File: src/rtl/le_pkg.sv
package le_pkg;
   // mode bits follow the table word and the routing fields in each slice
   localparam int MODE_BITS  = 3;
   localparam int MODE_REG   = 0;
   localparam int MODE_ARITH = 1;
   localparam int MODE_CASC  = 2;

   function automatic logic fa_sum(input logic a, input logic b, input logic c);
      return a ^ b ^ c;
   endfunction

   function automatic logic fa_carry(input logic a, input logic b, input logic c);
      return (a & b) | (c & (a ^ b));
   endfunction
endpackage

File: src/rtl/le_cfg_shift.sv
module le_cfg_shift #(
   parameter int TOT = 280
) (
   input  logic           clk,
   input  logic           rst_n,
   input  logic           shift_en,
   input  logic           bit_in,
   output logic [TOT-1:0] chain
);
   always_ff @(posedge clk or negedge rst_n) begin
      if (!rst_n)        chain <= '0;
      else if (shift_en) chain <= {bit_in, chain[TOT-1:1]};
   end
endmodule

File: src/rtl/le_route.sv
module le_route #(
   parameter int N_SRC = 16,
   parameter int SEL_W = 4
) (
   input  logic [N_SRC-1:0] pool,
   input  logic [SEL_W-1:0] sel,
   output logic             y
);
   always_comb begin
      y = 1'b0;
      for (int i = 0; i < N_SRC; i++)
         if (sel == SEL_W'(i)) y = pool[i];
   end
endmodule

File: src/rtl/le_cell.sv
module le_cell
   import le_pkg::*;
#(
   parameter  int K          = 4,
   parameter  int N_SRC      = 16,
   parameter  int SEL_W      = 4,
   localparam int LUT_BITS   = 1 << K,
   localparam int MODE_BASE  = LUT_BITS + K * SEL_W,
   localparam int CFG_W      = MODE_BASE + MODE_BITS
) (
   input  logic             clk,
   input  logic             rst_n,
   input  logic [CFG_W-1:0] cfg,
   input  logic [N_SRC-1:0] pool,
   input  logic             carry_i,
   input  logic             casc_i,
   output logic             d_o,
   output logic             q_o,
   output logic             out_o,
   output logic             carry_o
);
   logic [K-1:0]        lin;
   logic [LUT_BITS-1:0] lut_word;
   logic                f_lut, f_add, f_sel;
   logic                m_reg, m_arith, m_casc;

   for (genvar j = 0; j < K; j++) begin : g_in
      le_route #(.N_SRC(N_SRC), .SEL_W(SEL_W)) u_rt (
         .pool (pool),
         .sel  (cfg[LUT_BITS + j*SEL_W +: SEL_W]),
         .y    (lin[j])
      );
   end

   assign lut_word = cfg[LUT_BITS-1:0];
   assign m_reg    = cfg[MODE_BASE + MODE_REG];
   assign m_arith  = cfg[MODE_BASE + MODE_ARITH];
   assign m_casc   = cfg[MODE_BASE + MODE_CASC];

   assign f_lut   = lut_word[lin];
   assign f_add   = fa_sum(lin[0], lin[1], carry_i);
   assign carry_o = m_arith & fa_carry(lin[0], lin[1], carry_i);
   assign f_sel   = m_arith ? f_add : f_lut;
   assign d_o     = m_casc ? (f_sel & casc_i) : f_sel;

   always_ff @(posedge clk or negedge rst_n) begin
      if (!rst_n) q_o <= 1'b0;
      else        q_o <= d_o;
   end

   assign out_o = m_reg ? q_o : d_o;
endmodule

File: src/rtl/lut_cluster.sv
module lut_cluster
   import le_pkg::*;
#(
   parameter int K      = 4,
   parameter int N_ELEM = 8,
   parameter int N_EXT  = 8
) (
   input  logic              clk,
   input  logic              rst_n,
   input  logic              cfg_en,
   input  logic              cfg_bit,
   input  logic [N_EXT-1:0]  ext_in,
   input  logic              carry_in,
   output logic [N_ELEM-1:0] le_out,
   output logic              carry_out
);
   localparam int N_SRC    = N_EXT + N_ELEM;
   localparam int SEL_W    = $clog2(N_SRC);
   localparam int LUT_BITS = 1 << K;
   localparam int CFG_W    = LUT_BITS + K * SEL_W + MODE_BITS;
   localparam int TOT      = N_ELEM * CFG_W;

   if (K < 2) begin : g_bad_k
      $error("lut_cluster: arithmetic mode needs at least two table inputs");
   end
   if (N_ELEM < 1 || N_EXT < 1) begin : g_bad_n
      $error("lut_cluster: element and external input counts must be positive");
   end

   logic [TOT-1:0]    cfg_chain;
   logic [N_ELEM-1:0] le_d, le_q;
   logic [N_ELEM:0]   carry_c, casc_c;
   logic [N_SRC-1:0]  pool;

   le_cfg_shift #(.TOT(TOT)) u_cfg (
      .clk      (clk),
      .rst_n    (rst_n),
      .shift_en (cfg_en),
      .bit_in   (cfg_bit),
      .chain    (cfg_chain)
   );

   assign pool       = {le_q, ext_in};
   assign carry_c[0] = carry_in;
   assign casc_c[0]  = 1'b1;

   for (genvar e = 0; e < N_ELEM; e++) begin : g_el
      le_cell #(.K(K), .N_SRC(N_SRC), .SEL_W(SEL_W)) u_cell (
         .clk     (clk),
         .rst_n   (rst_n),
         .cfg     (cfg_chain[e*CFG_W +: CFG_W]),
         .pool    (pool),
         .carry_i (carry_c[e]),
         .casc_i  (casc_c[e]),
         .d_o     (le_d[e]),
         .q_o     (le_q[e]),
         .out_o   (le_out[e]),
         .carry_o (carry_c[e+1])
      );
      assign casc_c[e+1] = le_d[e];
   end

   assign carry_out = carry_c[N_ELEM];
endmodule

File: config.mk
export PLATFORM = sky130hd
export DESIGN_NAME = lut_cluster
export DESIGN_NICKNAME = d
export VERILOG_FILES = /design/src/rtl/le_pkg.sv /design/src/rtl/le_cfg_shift.sv /design/src/rtl/le_route.sv /design/src/rtl/le_cell.sv /design/src/rtl/lut_cluster.sv
export SDC_FILE = /design/constraint.sdc
export NUM_CORES = 1
export LEC_CHECK = 0
export ABC_CLOCK_PERIOD_IN_PS = 5650
export BUFFER_PORTS_ARGS = -buffer_cell sky130_fd_sc_hd__buf_4
export CORE_MARGIN = 10
export CORE_UTILIZATION = 40
export CTS_CLUSTER_DIAMETER = 40
export DETAILED_ROUTE_END_ITERATION = 8
export HOLD_SLACK_MARGIN = 0.02
export REMOVE_ABC_BUFFERS = 1
export SYNTH_ARGS = -nofsm -noshare
export SYNTH_HDL_FRONTEND = slang
export SYNTH_SLANG_ARGS = --single-unit
File: constraint.sdc
create_clock -name clk -period 5.65 [get_ports clk]
set_input_delay 0 -clock clk [delete_from_list [all_inputs] [get_ports clk]]
set_output_delay 0 -clock clk [all_outputs]
set_load 0.005 [all_outputs]
# Word-level counts from Yosys, hierarchy flattened
# Cells that the tools add are included.
[word_totals]
output_inout_bits = 9
elab_cells = 1135
input_bits = 13
register_bits = 288
[op_classes]
reduce_logical = 32
n_bitwise = 55
muxes = 551
magnitude_cmp = 8
n_eq_ne = 480
[op_table]
columns = ["op", "count"]
rows = [
  ["== test 4 bit (second input constant)", 256],
  ["two-way mux 1 bit", 543],
  ["== test 4 x 3 -> 1 bit (second input constant)", 128],
  ["== test 4 x 2 -> 1 bit (second input constant)", 64],
  ["== test 4 x 1 -> 1 bit (second input constant)", 32],
  ["logical NOT 4 bit", 32],
  ["< comparator 4 x 5 -> 1 bit (second input constant)", 8],
  ["binary-select mux 1 bit (select 4 bit)", 8],
  ["AND 1 bit", 31],
  ["bitwise XOR 1 bit", 16],
  ["OR 1 bit", 8],
]

# Depth between registers and ports, before layout
# Gate-level depths: netlist of run 1.
[depth]
word_depth = 44
depth_mapped = 26
depth_no_buf = 24

# Modules after synthesis
# From an unflattened synthesis of run 1, not the netlist that was laid out.
[unflattened]
hier_cells = 1296
area_unflattened_um2 = 17958.5
[by_module_without_submodules]
columns = ["mod", "seq_area_each_um2", "instances", "cells_per_inst", "area_per_inst_um2"]
rows = [
  ["le_cfg_shift", 7006.7, 1, 591, 10527.6],
  ["le_route", 0.0, 32, 16, 170.2],
  ["le_cell", 25.0, 8, 24, 247.7],
  ["lut_cluster", 0.0, 1, 1, 3.8],
]

# Worst setup path after synthesis of run 1
# OpenSTA, ideal clock, no wires.
[synth_timing]
path_type = "register to output"
start = "reg u_cfg.chain[20]"
end = "out le_out[7]"
t_required_ps = 5650
n_path_buf = 2
slack_ps = 338
t_arrival_ps = 5312
stages_incl_launch_ff = 24
cell_sequence = "dfrtp_1 clkbuf_1 mux4_2 mux4_2 fa_1 and2_1 fa_1 and2_1 fa_1 and2_1 fa_1 nand2_1 fa_1 nand2b_1 fa_1 nand2b_1 fa_1 nor2_1 fa_1 nand2_1 o21ai_0 mux2_1 o31a_1 buf_4"
[synth_between]
elab_chain_len = 44
elab_cells_between_ends = 88
classes_between = "eq/ne (15); mux (34); bitwise (38); reduce/logical (1)"
[synth_lines]
columns = ["item", "line_no", "source"]
rows = [
  ["start: declaration", "le_cfg_shift.sv:8", "output logic [TOT-1:0] chain"],
  ["start signal: assignment", "le_cfg_shift.sv:12", "else if (shift_en) chain <= {bit_in, chain[TOT-1:1]};"],
  ["logical NOT 4 bit", "le_route.sv:12", "if (sel == SEL_W'(i)) y = pool[i];"],
  ["two-way mux 1 bit (15 in series)", "le_route.sv:12", ""],
  ["two-way mux 1 bit *", "le_route.sv:12", ""],
  ["bitwise XOR 1 bit", "le_pkg.sv:9, le_pkg.sv:13", ""],
  ["AND 1 bit", "le_pkg.sv:13", "return (a & b) | (c & (a ^ b));"],
  ["OR 1 bit", "le_pkg.sv:13", ""],
  ["AND 1 bit", "le_cell.sv:42", "assign carry_o = m_arith & fa_carry(lin[0], lin[1], carry_i);"],
  ["AND 1 bit", "le_pkg.sv:13", ""],
  ["[... 14 more ...]", "n/a", ""],
  ["AND 1 bit", "le_pkg.sv:13", ""],
  ["OR 1 bit", "le_pkg.sv:13", ""],
  ["AND 1 bit", "le_cell.sv:42", ""],
  ["bitwise XOR 1 bit", "le_pkg.sv:9", "return a ^ b ^ c;"],
  ["two-way mux 1 bit", "le_cell.sv:43", "assign f_sel = m_arith ? f_add : f_lut;"],
  ["AND 1 bit", "le_cell.sv:44", "assign d_o = m_casc ? (f_sel & casc_i) : f_sel;"],
  ["two-way mux 1 bit *", "le_cell.sv:44", ""],
  ["two-way mux 1 bit *", "le_cell.sv:51", "assign out_o = m_reg ? q_o : d_o;"],
  ["end: declaration", "lut_cluster.sv:14", "output logic [N_ELEM-1:0] le_out,"],
]
# Mark *: on every way between the ends. The rest lies on a longest branch, timed or not. The select of a mux whose other input is x is not followed.

# Final worst setup path of run 1
# Same ends and word-level chain as after synthesis.

==> flow_summary_export.csv, run 1 <==
group,metric,value,unit
synth,ys_ff_latch,288,
run_status,violations_in_the_final_reports,"hold timing, setup timing",
clock_tree,clock_path_buffers,3,
grt,antenna_found_initial,0,
clock_tree,worstSkewPairLatency,0.59,ns
die,width_of_the_chip,230,µm
grt,global_route.usage.total,17.0,%
finish,most_frequent_cells_in_the_layout,"dfrtp_1, mux2_2, mux4_2",
finish,n_antenna_cell,0,
finish,area_taken_by_multi_input_logic_gates,9650,µm²
clock_tree,cts.htree.levels,2,
timing,period_share,107,%
timing,setup_violations,2,
setup_path,cp-start-kind,"flop",
synth,synthArstFlopShare,100,%
placed_design,portBuffers,21,
setup_path,cp.arrival,6.02,ns
finish,final_nets,1450,
timing,fin_worst_skew,0.0175,ns
route,drt-wirelength-per-cell,21.9,µm
die,start_util,40.6,%
grt,grt_max_degree,150,
pwr,total_power_draw,0.00917,W
synth,ys_types,91,
clock_tree,tritoncts,"done",
synth,synth-seq-area-share,41.0,%
placed_design,gp_routability_congestion,0.814,
timing,grt_setup_unrepaired,"true",
synth,syn-instance-count,1435,
placed_design,placement.setup.worst_slack,-0.107,ns
synth,post-synth-top-area-fraction,41.0,%
finish,fillerInstances,3814,
finish,drive_gt1_share,42.2,%
pwr,p_leak,8.60,nW
placed_design,post_dp_cell_area,18400,µm²
route,drt-vias-per-instance,5.87,
timing,slew_headroom,33.5,%
job,drv_cap,0,
setup_path,worst_ep_required_time,5.65,ns
setup_path,crit_type,"flop to output pin",
timing,tightest_slew,0.997,ns
route,finalWirelength,45.0,mm
run_status,status,"complete, but fails checks",
route,vias,12070,
route,drc,0,
setup_path,cpPeakStageDelay,0.53,ns
synth,synthesis.area_per_instance,12.2,µm²
grt,grt_pass1_wl,72.2,mm
placed_design,dp_hpwl,27.4,mm
route,detail-route-antenna-nets,0,
die,fp.dieArea,52700,µm²
clock_tree,clock_tree.root_cell,"clkbuf_16",
finish,synthToLayoutAreaGrowth,15.8,%
pwr,power_per_cell_area,451,nW/µm²
timing,hold_viol_final,3,
timing,minimum_hold_slack,-0.00271,ns
die,chipHeight,230,µm
setup_path,critical_path.slowest_cell,"mux4_2",
finish,final_common_cell,"dfrtp_1",
route,drt-initial-drc-count,1026,
setup_path,critical_path_buf_inv_count,1,
timing,highest_achievable_clock_rate,0.166,GHz
setup_path,worstSetupEndpointType,"output pin",
synth,top_reg_cell_synth,"dfrtp_1",
clock_tree,clkTransAtPathRegs,0.05,ns
synth,synthTopCellsByArea,"dfrtp_1, mux2_2, mux4_2, mux2i_1, clkbuf_1",
setup_path,critical_path.cell_chain,"mux4_2, mux4_2, fa_2, and2_4, fa_2, and2_4, fa_2, and2_4, fa_2, nand2_2, fa_2, nand2b_4, fa_2, nand2b_4, fa_2, nor2_2, fa_1, nand2_1, o21ai_2, mux2_4, o31a_1, buf_4",
synth,synth-edff-count,0,
grt,grt_remaining_overflow,0,
timing,report.final.slew_viol_count,0,
die,row_count,76,
pwr,vdd_drop_max,0.365,mV
timing,postLayoutSetupSlackWorst,-0.371,ns
setup_path,cp_top_family,"adder cells",
finish,utilization,47.0,%
finish,sequential_cell_area,7210,µm²
synth,netlist_area,17600,µm²
synth,yosysTopAreaCell,"dfrtp_1",
route,first_pass_iters,5,
clock_tree,cts_made_buffers,50,
setup_path,critical_path_peak_fanout,5,
synth,synth_warnings,0,
clock_tree,clock-sinks,288,
grt,via_count_of_the_first_global_routing_pass,12329,
finish,finish.instance_area,20300,µm²
die,floorplan.io_pins,22,
die,design.core.area,43300,µm²
timing,min_period,6.02,ns
setup_path,worst_path_most_repeated_cell,"fa_2",
hold_path,worstHoldPathType,"primary input to asynchronous set/reset pin",
## flip-flops by register name (all words and copies together) (netlist names)
name,cells
g_el.u_cell.q_o,8
u_cfg.chain,280
## repair_timing
action,in CTS,in global routing
endpoints found under the hold margin,129,0
endpoints found under the setup margin,6,6
resized for setup,28,4
hold buffers,3,0
pin swaps,8,6
buffers inserted,3,0
## layout make-up
type	count	area share [%]
clock buffers	60	6.94
clock inverters	33	2.07
inverters	39	0.720
multi-input cells	955	47.5
flip-flops and latches	288	35.4
well taps	585	3.60
repair buffers	95	3.78
## metal layers
| metal | vias up | share of wire (%) | global-route usage (%) |
|---|---|---|---|
| li1 | 5428 | - | - |
| met2 | 362 | 45 | 25.6 |
| met3 | 82 | 5.8 | 3.31 |
| met4 | 0 | 2.4 | 6.00 |
| met1 | 6198 | 47 | 24.0 |
| met5 | - | 0 | 0 |
## Yosys cell counts, drive strengths merged (11+ instances only)
master,instances
a211oi,13
a21oi,36
buf,47
clkbuf,106
dfrtp,288
inv,39
mux2,285
mux2i,84
mux4,105
nand2,73
nand2b,21
nand3,23
nor2,35
nor2b,14
nor3,15
nor3b,11
o2111ai,11
o211ai,12
o21ai,52
o22ai,12
## kinds of logic after synthesis
| group | count (synthesis) | synth area share, % |
|---|---|---|
| muxes | 474 | 36.6 |
| adders and majority gates | 8 | 0.912 |
| buffers and inverters | 192 | 4.56 |
| DFF | 288 | 41.0 |
| and+or+nand+nor | 238 | 7.01 |
| AOI/OAI and AO/OA | 235 | 9.91 |
## where the power goes
part	internal (W)	switching (W)	leakage, nW	total, W
Combinational	0.00148	0.00145	3.76	0.00293
Sequential	0.00246	0.000492	3.94	0.00295
Clock	0.00213	0.00117	0.891	0.00329
## worst register-to-register path, cell delays in order, from the launching register on
cell,delay [ns]
dfrtp_2,0.44
mux4_2,0.52
mux4_2,0.53
fa_2,0.35
and2_4,0.16
fa_2,0.34
and2_4,0.17
fa_2,0.32
and2_4,0.17
fa_2,0.34
nand2_2,0.08
fa_2,0.19
nand2b_4,0.12
fa_2,0.19
nand2b_4,0.12
fa_2,0.42
nand2_1,0.08
nand3_2,0.09
or2_4,0.25
o21ai_4,0.14
buf_6,0.13
buf_4,0.10
o21a_1,0.10
## path summary, 6_finish.rpt
path,start,to,slack (ns),cells after the start
min in group clk,carry_in,g_el[0].u_cell.q_o,0.15,5
worst max-delay path,u_cfg.chain[20],le_out[7],-0.37,22
worst max register to register,u_cfg.chain[20],g_el[7].u_cell.q_o,0.22,22
worst min register to register,u_cfg.chain[189],u_cfg.chain[188],0.48,2
worst min-delay path,rst_n,u_cfg.chain[37],-0.003,2
max in group asynchronous,rst_n,u_cfg.chain[237],4.35,3
## stage by stage
step | setup TNS, ns | instances
floorplan | 0 | 1282
global placement | -0.00772 | 1956
detailed placement | -0.206 | 1956
CTS | -1.01 | 2055
global route | -1.17 | 2055
finish | -0.705 | 2055
Note: power is estimated with default switching activity, not from simulation.
==> run 2: changes to the inputs <==
Settings changed: BUFFER_PORTS_ARGS -buffer_cell sky130_fd_sc_hd__buf_4 to -buffer_cell sky130_fd_sc_hd__clkbuf_2.
==> flow_summary_export.csv, run 2 (synthesis results as in run 1) <==
group,metric,value,unit
grt,via_count_of_the_first_global_routing_pass,12369,
placed_design,dpl.cell_count,1956,
setup_path,worst_r2r_path_depth,24,
finish,most_frequent_cells_in_the_layout,"dfrtp_1, mux2_2, mux4_2",
die,design.core.area,43300,µm²
setup_path,worst_r2r_endpoint,"g_el[7].u_cell.q_o",
timing,setup_total_negative_slack,-0.866,ns
setup_path,r2r_start,"u_cfg.chain[20]",
finish,final-instance-count-excl-fill,2061,
finish,sequential_cell_area,7210,µm²
pwr,power.switching_fraction,34.1,%
setup_path,regToRegSetupSlack,0.06,ns
die,width_of_the_chip,230,µm
placed_design,portBuffers,21,
clock_tree,clock_tree.root_cell,"clkbuf_16",
finish,largest_reg_flops,280,
clock_tree,worstSkewPairLatency,0.60,ns
setup_path,worst_path_most_repeated_cell,"fa_2",
timing,setup_violations,3,
timing,slew_headroom,33.6,%
grt,grt_pass1_wl,71.3,mm
setup_path,cp-start-kind,"flop",
run_status,status,"complete, but fails checks",
finish,synthToLayoutAreaGrowth,15.8,%
setup_path,critical_path_peak_fanout,5,
pwr,vdd_drop_max,0.257,mV
die,chipHeight,230,µm
setup_path,worstSetupPathDepth,23,
timing,fin_worst_skew,0.0222,ns
finish,registers.top_by_ff_count,"u_cfg.chain",
pwr,power_per_cell_area,448,nW/µm²
pwr,share_comb_of_total_power,31.9,%
finish,final_common_cell,"dfrtp_1",
run_status,violations_in_the_final_reports,"setup timing",
finish,fillerInstances,3837,
route,vias,12199,
placed_design,gp_routability_congestion,0.823,
clock_tree,tritoncts,"done",
pwr,power_frac_clock,35.8,%
setup_path,critical_path.startpoint,"u_cfg.chain[20]",
timing,period_share,108,%
setup_path,cp.arrival,6.07,ns
timing,tightest_slew,0.996,ns
clock_tree,clock-sinks,288,
route,drt-vias-per-instance,5.92,
route,drt-initial-drc-count,997,
pwr,power_report.internal_total,0.00601,W
die,row_count,76,
job,drv_cap,0,
placed_design,dp_hpwl,26.5,mm
grt,grt_remaining_overflow,0,
route,drt-wirelength-per-cell,21.6,µm
finish,reg_top3,"u_cfg.chain x280, g_el.u_cell.q_o x8",
finish,area_taken_by_multi_input_logic_gates,9670,µm²
setup_path,critical_path.slowest_cell,"mux4_2",
timing,min_period,6.07,ns
setup_path,critical_path.cell_chain,"mux4_2, mux4_2, fa_2, and2_4, fa_2, and2_4, fa_2, and2_4, fa_2, nand2_2, fa_2, nand2b_4, fa_2, nand2b_4, fa_2, nand2_2, nand3_4, buf_6, nor3b_4, nor2_2, o21ai_4, mux2_4, buf_6",
timing,hold_viol_final,0,
route,drc,0,
clock_tree,cts_made_buffers,52,
finish,final_nets,1455,
route,detail-route-antenna-nets,0,
timing,highest_achievable_clock_rate,0.165,GHz
clock_tree,clock_path_buffers,3,
die,fp.dieArea,52700,µm²
setup_path,worst_ep_required_time,5.65,ns
setup_path,critical_path_buf_inv_count,2,
pwr,seqPwrFrac,32.3,%
setup_path,worstSetupEndpointType,"output pin",
setup_path,crit_type,"flop to output pin",
finish,drive_gt1_share,42.5,%
die,start_util,40.6,%
route,first_pass_iters,5,
pwr,p_leak,8.61,nW
finish,n_antenna_cell,0,
timing,report.final.slew_viol_count,0,
setup_path,cp_top_family,"adder cells",
clock_tree,clkTransAtPathRegs,0.05,ns
timing,postLayoutSetupSlackWorst,-0.424,ns
grt,global_route.usage.total,16.8,%
grt,antenna_found_initial,0,
route,finalWirelength,44.6,mm
clock_tree,cts.htree.levels,2,
grt,grt_max_degree,160,
timing,grt_setup_unrepaired,"true",
die,floorplan.io_pins,22,
finish,utilization,47.0,%
pwr,switching_power,0.00311,W
hold_path,worstHoldPathType,"primary input to asynchronous set/reset pin",
setup_path,cpPeakStageDelay,0.54,ns
-- run 2: changes by cell type in the layout (fill, tap and decap cells not counted), moves of 3 or more --
cell      previous run  this run
clkinv_2             5         9
clkbuf_2             0        17
clkbuf_8             6         9
buf_4               86        69
-- run 2: per-layer routing --
| layer | track usage [%] | up-vias | wire length (µm) |
|---|---|---|---|
| li1 | - | 5447 | - |
| met1 | 22.9 | 6328 | 19700 |
| met2 | 26.2 | 350 | 21100 |
| met3 | 3.84 | 74 | 2790 |
| met4 | 5.23 | 0 | 954 |
| met5 | 0 | - | 0 |
-- run 2: how the worst max path moves through the flow --
stage	slack, ns	to
global placement	-0.19	le_out[6]
CTS	-0.42	le_out[6]
floorplan	0.38	g_el[7].u_cell.q_o
detailed placement	-0.21	le_out[6]
global route	-0.61	le_out[6]
finish	-0.42	le_out[6]
-- run 2: power by group through the flow --
stage	Sequential (W)	Clock, W	Combinational [W]
4_1_cts	0.00295	0.00333	0.00285
5_1_grt	0.00303	0.00344	0.00312
3_3_place_gp	0.00296	0	0.00275
3_5_place_dp	0.00297	0	0.00279
2_1_floorplan	0.00294	0	0.00173
6_report	0.00295	0.00326	0.00291
-- run 2: cell type report --
cell class              count  share of cell area, %
inverters                  39                  0.720
clock buffers              62                   7.02
well taps                 585                   3.60
multi-input cells         955                   47.5
clock inverters            34                   2.01
repair buffers             98                   3.69
flip-flops and latches    288                   35.4
-- run 2: worst register-to-register path, stage by stage, from the launching register on --
cell,delay (ns)
dfrtp_2,0.44
mux4_2,0.53
mux4_2,0.54
fa_2,0.35
and2_4,0.17
fa_2,0.33
and2_4,0.18
fa_2,0.32
and2_4,0.16
fa_2,0.34
nand2_2,0.10
fa_2,0.18
nand2b_4,0.12
fa_2,0.18
nand2b_4,0.12
fa_2,0.43
nand2_2,0.11
nand3_4,0.09
buf_6,0.14
nor3b_4,0.19
nor2_2,0.07
o21ai_4,0.10
buf_4,0.16
buf_4,0.10
o21a_1,0.10
-- run 2: what timing repair did --
| action | CTS | global route |
|---|---|---|
| hold endpoints to repair | 138 | 0 |
| setup buffers | 2 | 2 |
| hold buffers | 5 | 0 |
| gates resized for setup | 25 | 13 |
| pin swaps | 4 | 2 |
| setup endpoints to repair | 7 | 6 |
-- run 2: metrics by stage --
stage          setup slack [ns]  hold WS (ns)  power, W  cell area [µm²]
2_1_floorplan             0.377        -0.296   0.00467            16900
3_3_place_gp             -0.187         0.186   0.00571            18300
3_5_place_dp             -0.213         0.202   0.00577            18300
4_1_cts                  -0.416         0.147   0.00914            20300
5_1_grt                  -0.612         0.195   0.00959            20300
6_report                 -0.424         0.119   0.00912            20300
==> run 3: changes to the inputs <==
Settings changed: PLACE_DENSITY set to 0.56, SLEW_MARGIN set to 20.
==> flow_summary_export.csv, run 3 (synthesis results as in run 1) <==
group,metric,value,unit
run_status,status,"complete, but fails checks",
run_status,violations_in_the_final_reports,"setup timing",
finish,utilization,47.1,%
finish,final-instance-count-excl-fill,2066,
pwr,power_per_cell_area,447,nW/µm²
clock_tree,clkTransAtPathRegs,0.05,ns
clock_tree,clock-sinks,288,
finish,drive_gt1_share,42.1,%
finish,reg_top3,"u_cfg.chain x280, g_el.u_cell.q_o x8",
finish,registers.top_by_ff_count,"u_cfg.chain",
timing,fin_worst_skew,0.0118,ns
die,chipHeight,230,µm
finish,largest_reg_flops,280,
pwr,p_leak,8.62,nW
timing,grt_setup_unrepaired,"true",
placed_design,dpl.cell_count,1961,
job,drv_cap,0,
timing,postLayoutSetupSlackWorst,-0.391,ns
setup_path,cp.arrival,6.04,ns
route,detail-route-antenna-nets,0,
pwr,total_power_draw,0.00911,W
timing,hold_viol_final,0,
timing,min_period,6.04,ns
setup_path,cp-start-kind,"flop",
setup_path,critical_path.cell_chain,"mux4_2, mux4_2, fa_2, and2_4, fa_2, and2_4, fa_2, and2_4, fa_2, nand2_2, fa_2, nand2b_4, fa_2, nand2b_4, fa_1, nor2_2, fa_1, nand2_1, o21ai_0, mux2_1, o31a_1, buf_2",
die,design.core.area,43300,µm²
timing,setup_violations,3,
placed_design,gp_routability_congestion,0.818,
timing,highest_achievable_clock_rate,0.166,GHz
grt,grt_remaining_overflow,0,
setup_path,critical_path_peak_fanout,6,
route,finalWirelength,44.3,mm
grt,antenna_found_initial,0,
setup_path,worst_path_most_repeated_cell,"fa_2",
clock_tree,clock_path_buffers,3,
route,drt-initial-drc-count,1007,
finish,n_antenna_cell,0,
hold_path,worstHoldPathType,"primary input to asynchronous set/reset pin",
finish,most_frequent_cells_in_the_layout,"dfrtp_1, mux2_2, mux4_2",
grt,via_count_of_the_first_global_routing_pass,12322,
setup_path,cpPeakStageDelay,0.54,ns
pwr,vdd_drop_max,0.402,mV
die,width_of_the_chip,230,µm
timing,slew_headroom,31.7,%
route,drt-vias-per-instance,5.91,
grt,grt_max_degree,145,
die,floorplan.io_pins,22,
clock_tree,clock_tree.root_cell,"clkbuf_16",
clock_tree,cts_made_buffers,52,
route,first_pass_iters,5,
placed_design,portBuffers,21,
setup_path,crit_type,"flop to output pin",
die,row_count,76,
clock_tree,worstSkewPairLatency,0.59,ns
timing,report.final.slew_viol_count,0,
timing,period_share,107,%
die,start_util,40.6,%
setup_path,worst_ep_required_time,5.65,ns
route,drc,0,
die,fp.dieArea,52700,µm²
placed_design,post_dp_cell_area,18300,µm²
clock_tree,cts.htree.levels,2,
finish,finish.instance_area,20400,µm²
finish,final_nets,1459,
grt,grt_pass1_wl,71.6,mm
grt,global_route.usage.total,16.7,%
placed_design,dp_hpwl,27.7,mm
route,vias,12218,
finish,synthToLayoutAreaGrowth,15.9,%
route,drt-wirelength-per-cell,21.4,µm
setup_path,critical_path.slowest_cell,"mux4_2",
timing,tightest_slew,1.02,ns
setup_path,worstSetupEndpointType,"output pin",
finish,final_common_cell,"dfrtp_1",
clock_tree,tritoncts,"done",
## run 3: layout make-up
cell class              count  area [µm²]
fillers                  3860       22900
multi-input cells         955        9650
flip-flops and latches    288        7210
clock buffers              64        1430
repair buffers            102         772
well taps                 585         732
clock inverters            33         432
inverters                  39         149
## run 3: critical path, delay by kind of cell (launching register included)
kind,cells,cell delay (ns)
fa+ha+maj,8,2.31
simple gates,8,0.98
buf+inv,1,0.13
mux,3,1.36
compound gates,2,0.21
flops,1,0.44
## run 3: report_power, final
| part | switching [W] | internal (W) |
|---|---|---|
| logic | 0.00141 | 0.00145 |
| clock network | 0.00114 | 0.00217 |
| registers | 0.000489 | 0.00246 |
| total | 0.00303 | 0.00608 |
## run 3: routing by layer
layer	wire length [µm]	vias to the layer above	track usage (%)
li1	-	5467	-
met1	19900	6309	23.1
met2	20300	366	25.7
met3	2750	76	3.28
met4	1280	0	5.96
met5	0	-	0
## run 3: per-stage QoR
step	TNS (ns)	worst slack, ns	hold WS, ns
2_1_floorplan	0	0.377	-0.296
3_3_place_gp	-0.144	-0.0944	0.108
3_5_place_dp	-0.359	-0.163	0.103
4_1_cts	-1.01	-0.468	0.0675
5_1_grt	-1.41	-0.596	0.106
6_report	-0.772	-0.391	0.0343
## run 3: path summary, 6_finish.rpt
path,to,slack [ns],startpoint,depth (start not counted)
worst min-delay path,u_cfg.chain[60],0.03,rst_n,2
max in group asynchronous,u_cfg.chain[91],4.16,rst_n,3
min in group clk,g_el[0].u_cell.q_o,0.26,carry_in,5
worst min register to register,u_cfg.chain[189],0.47,u_cfg.chain[190],2
worst max-delay path,le_out[7],-0.39,u_cfg.chain[20],22
worst max register to register,g_el[7].u_cell.q_o,0.20,u_cfg.chain[20],22
## run 3: what timing repair did
action | in CTS | in global routing
pin swaps | 8 | 8
gates cloned | 0 | 0
hold endpoints to repair | 143 | 0
setup buffers | 2 | 2
endpoints found under the setup margin | 7 | 6
hold buffers | 5 | 0
gates resized for setup | 20 | 11
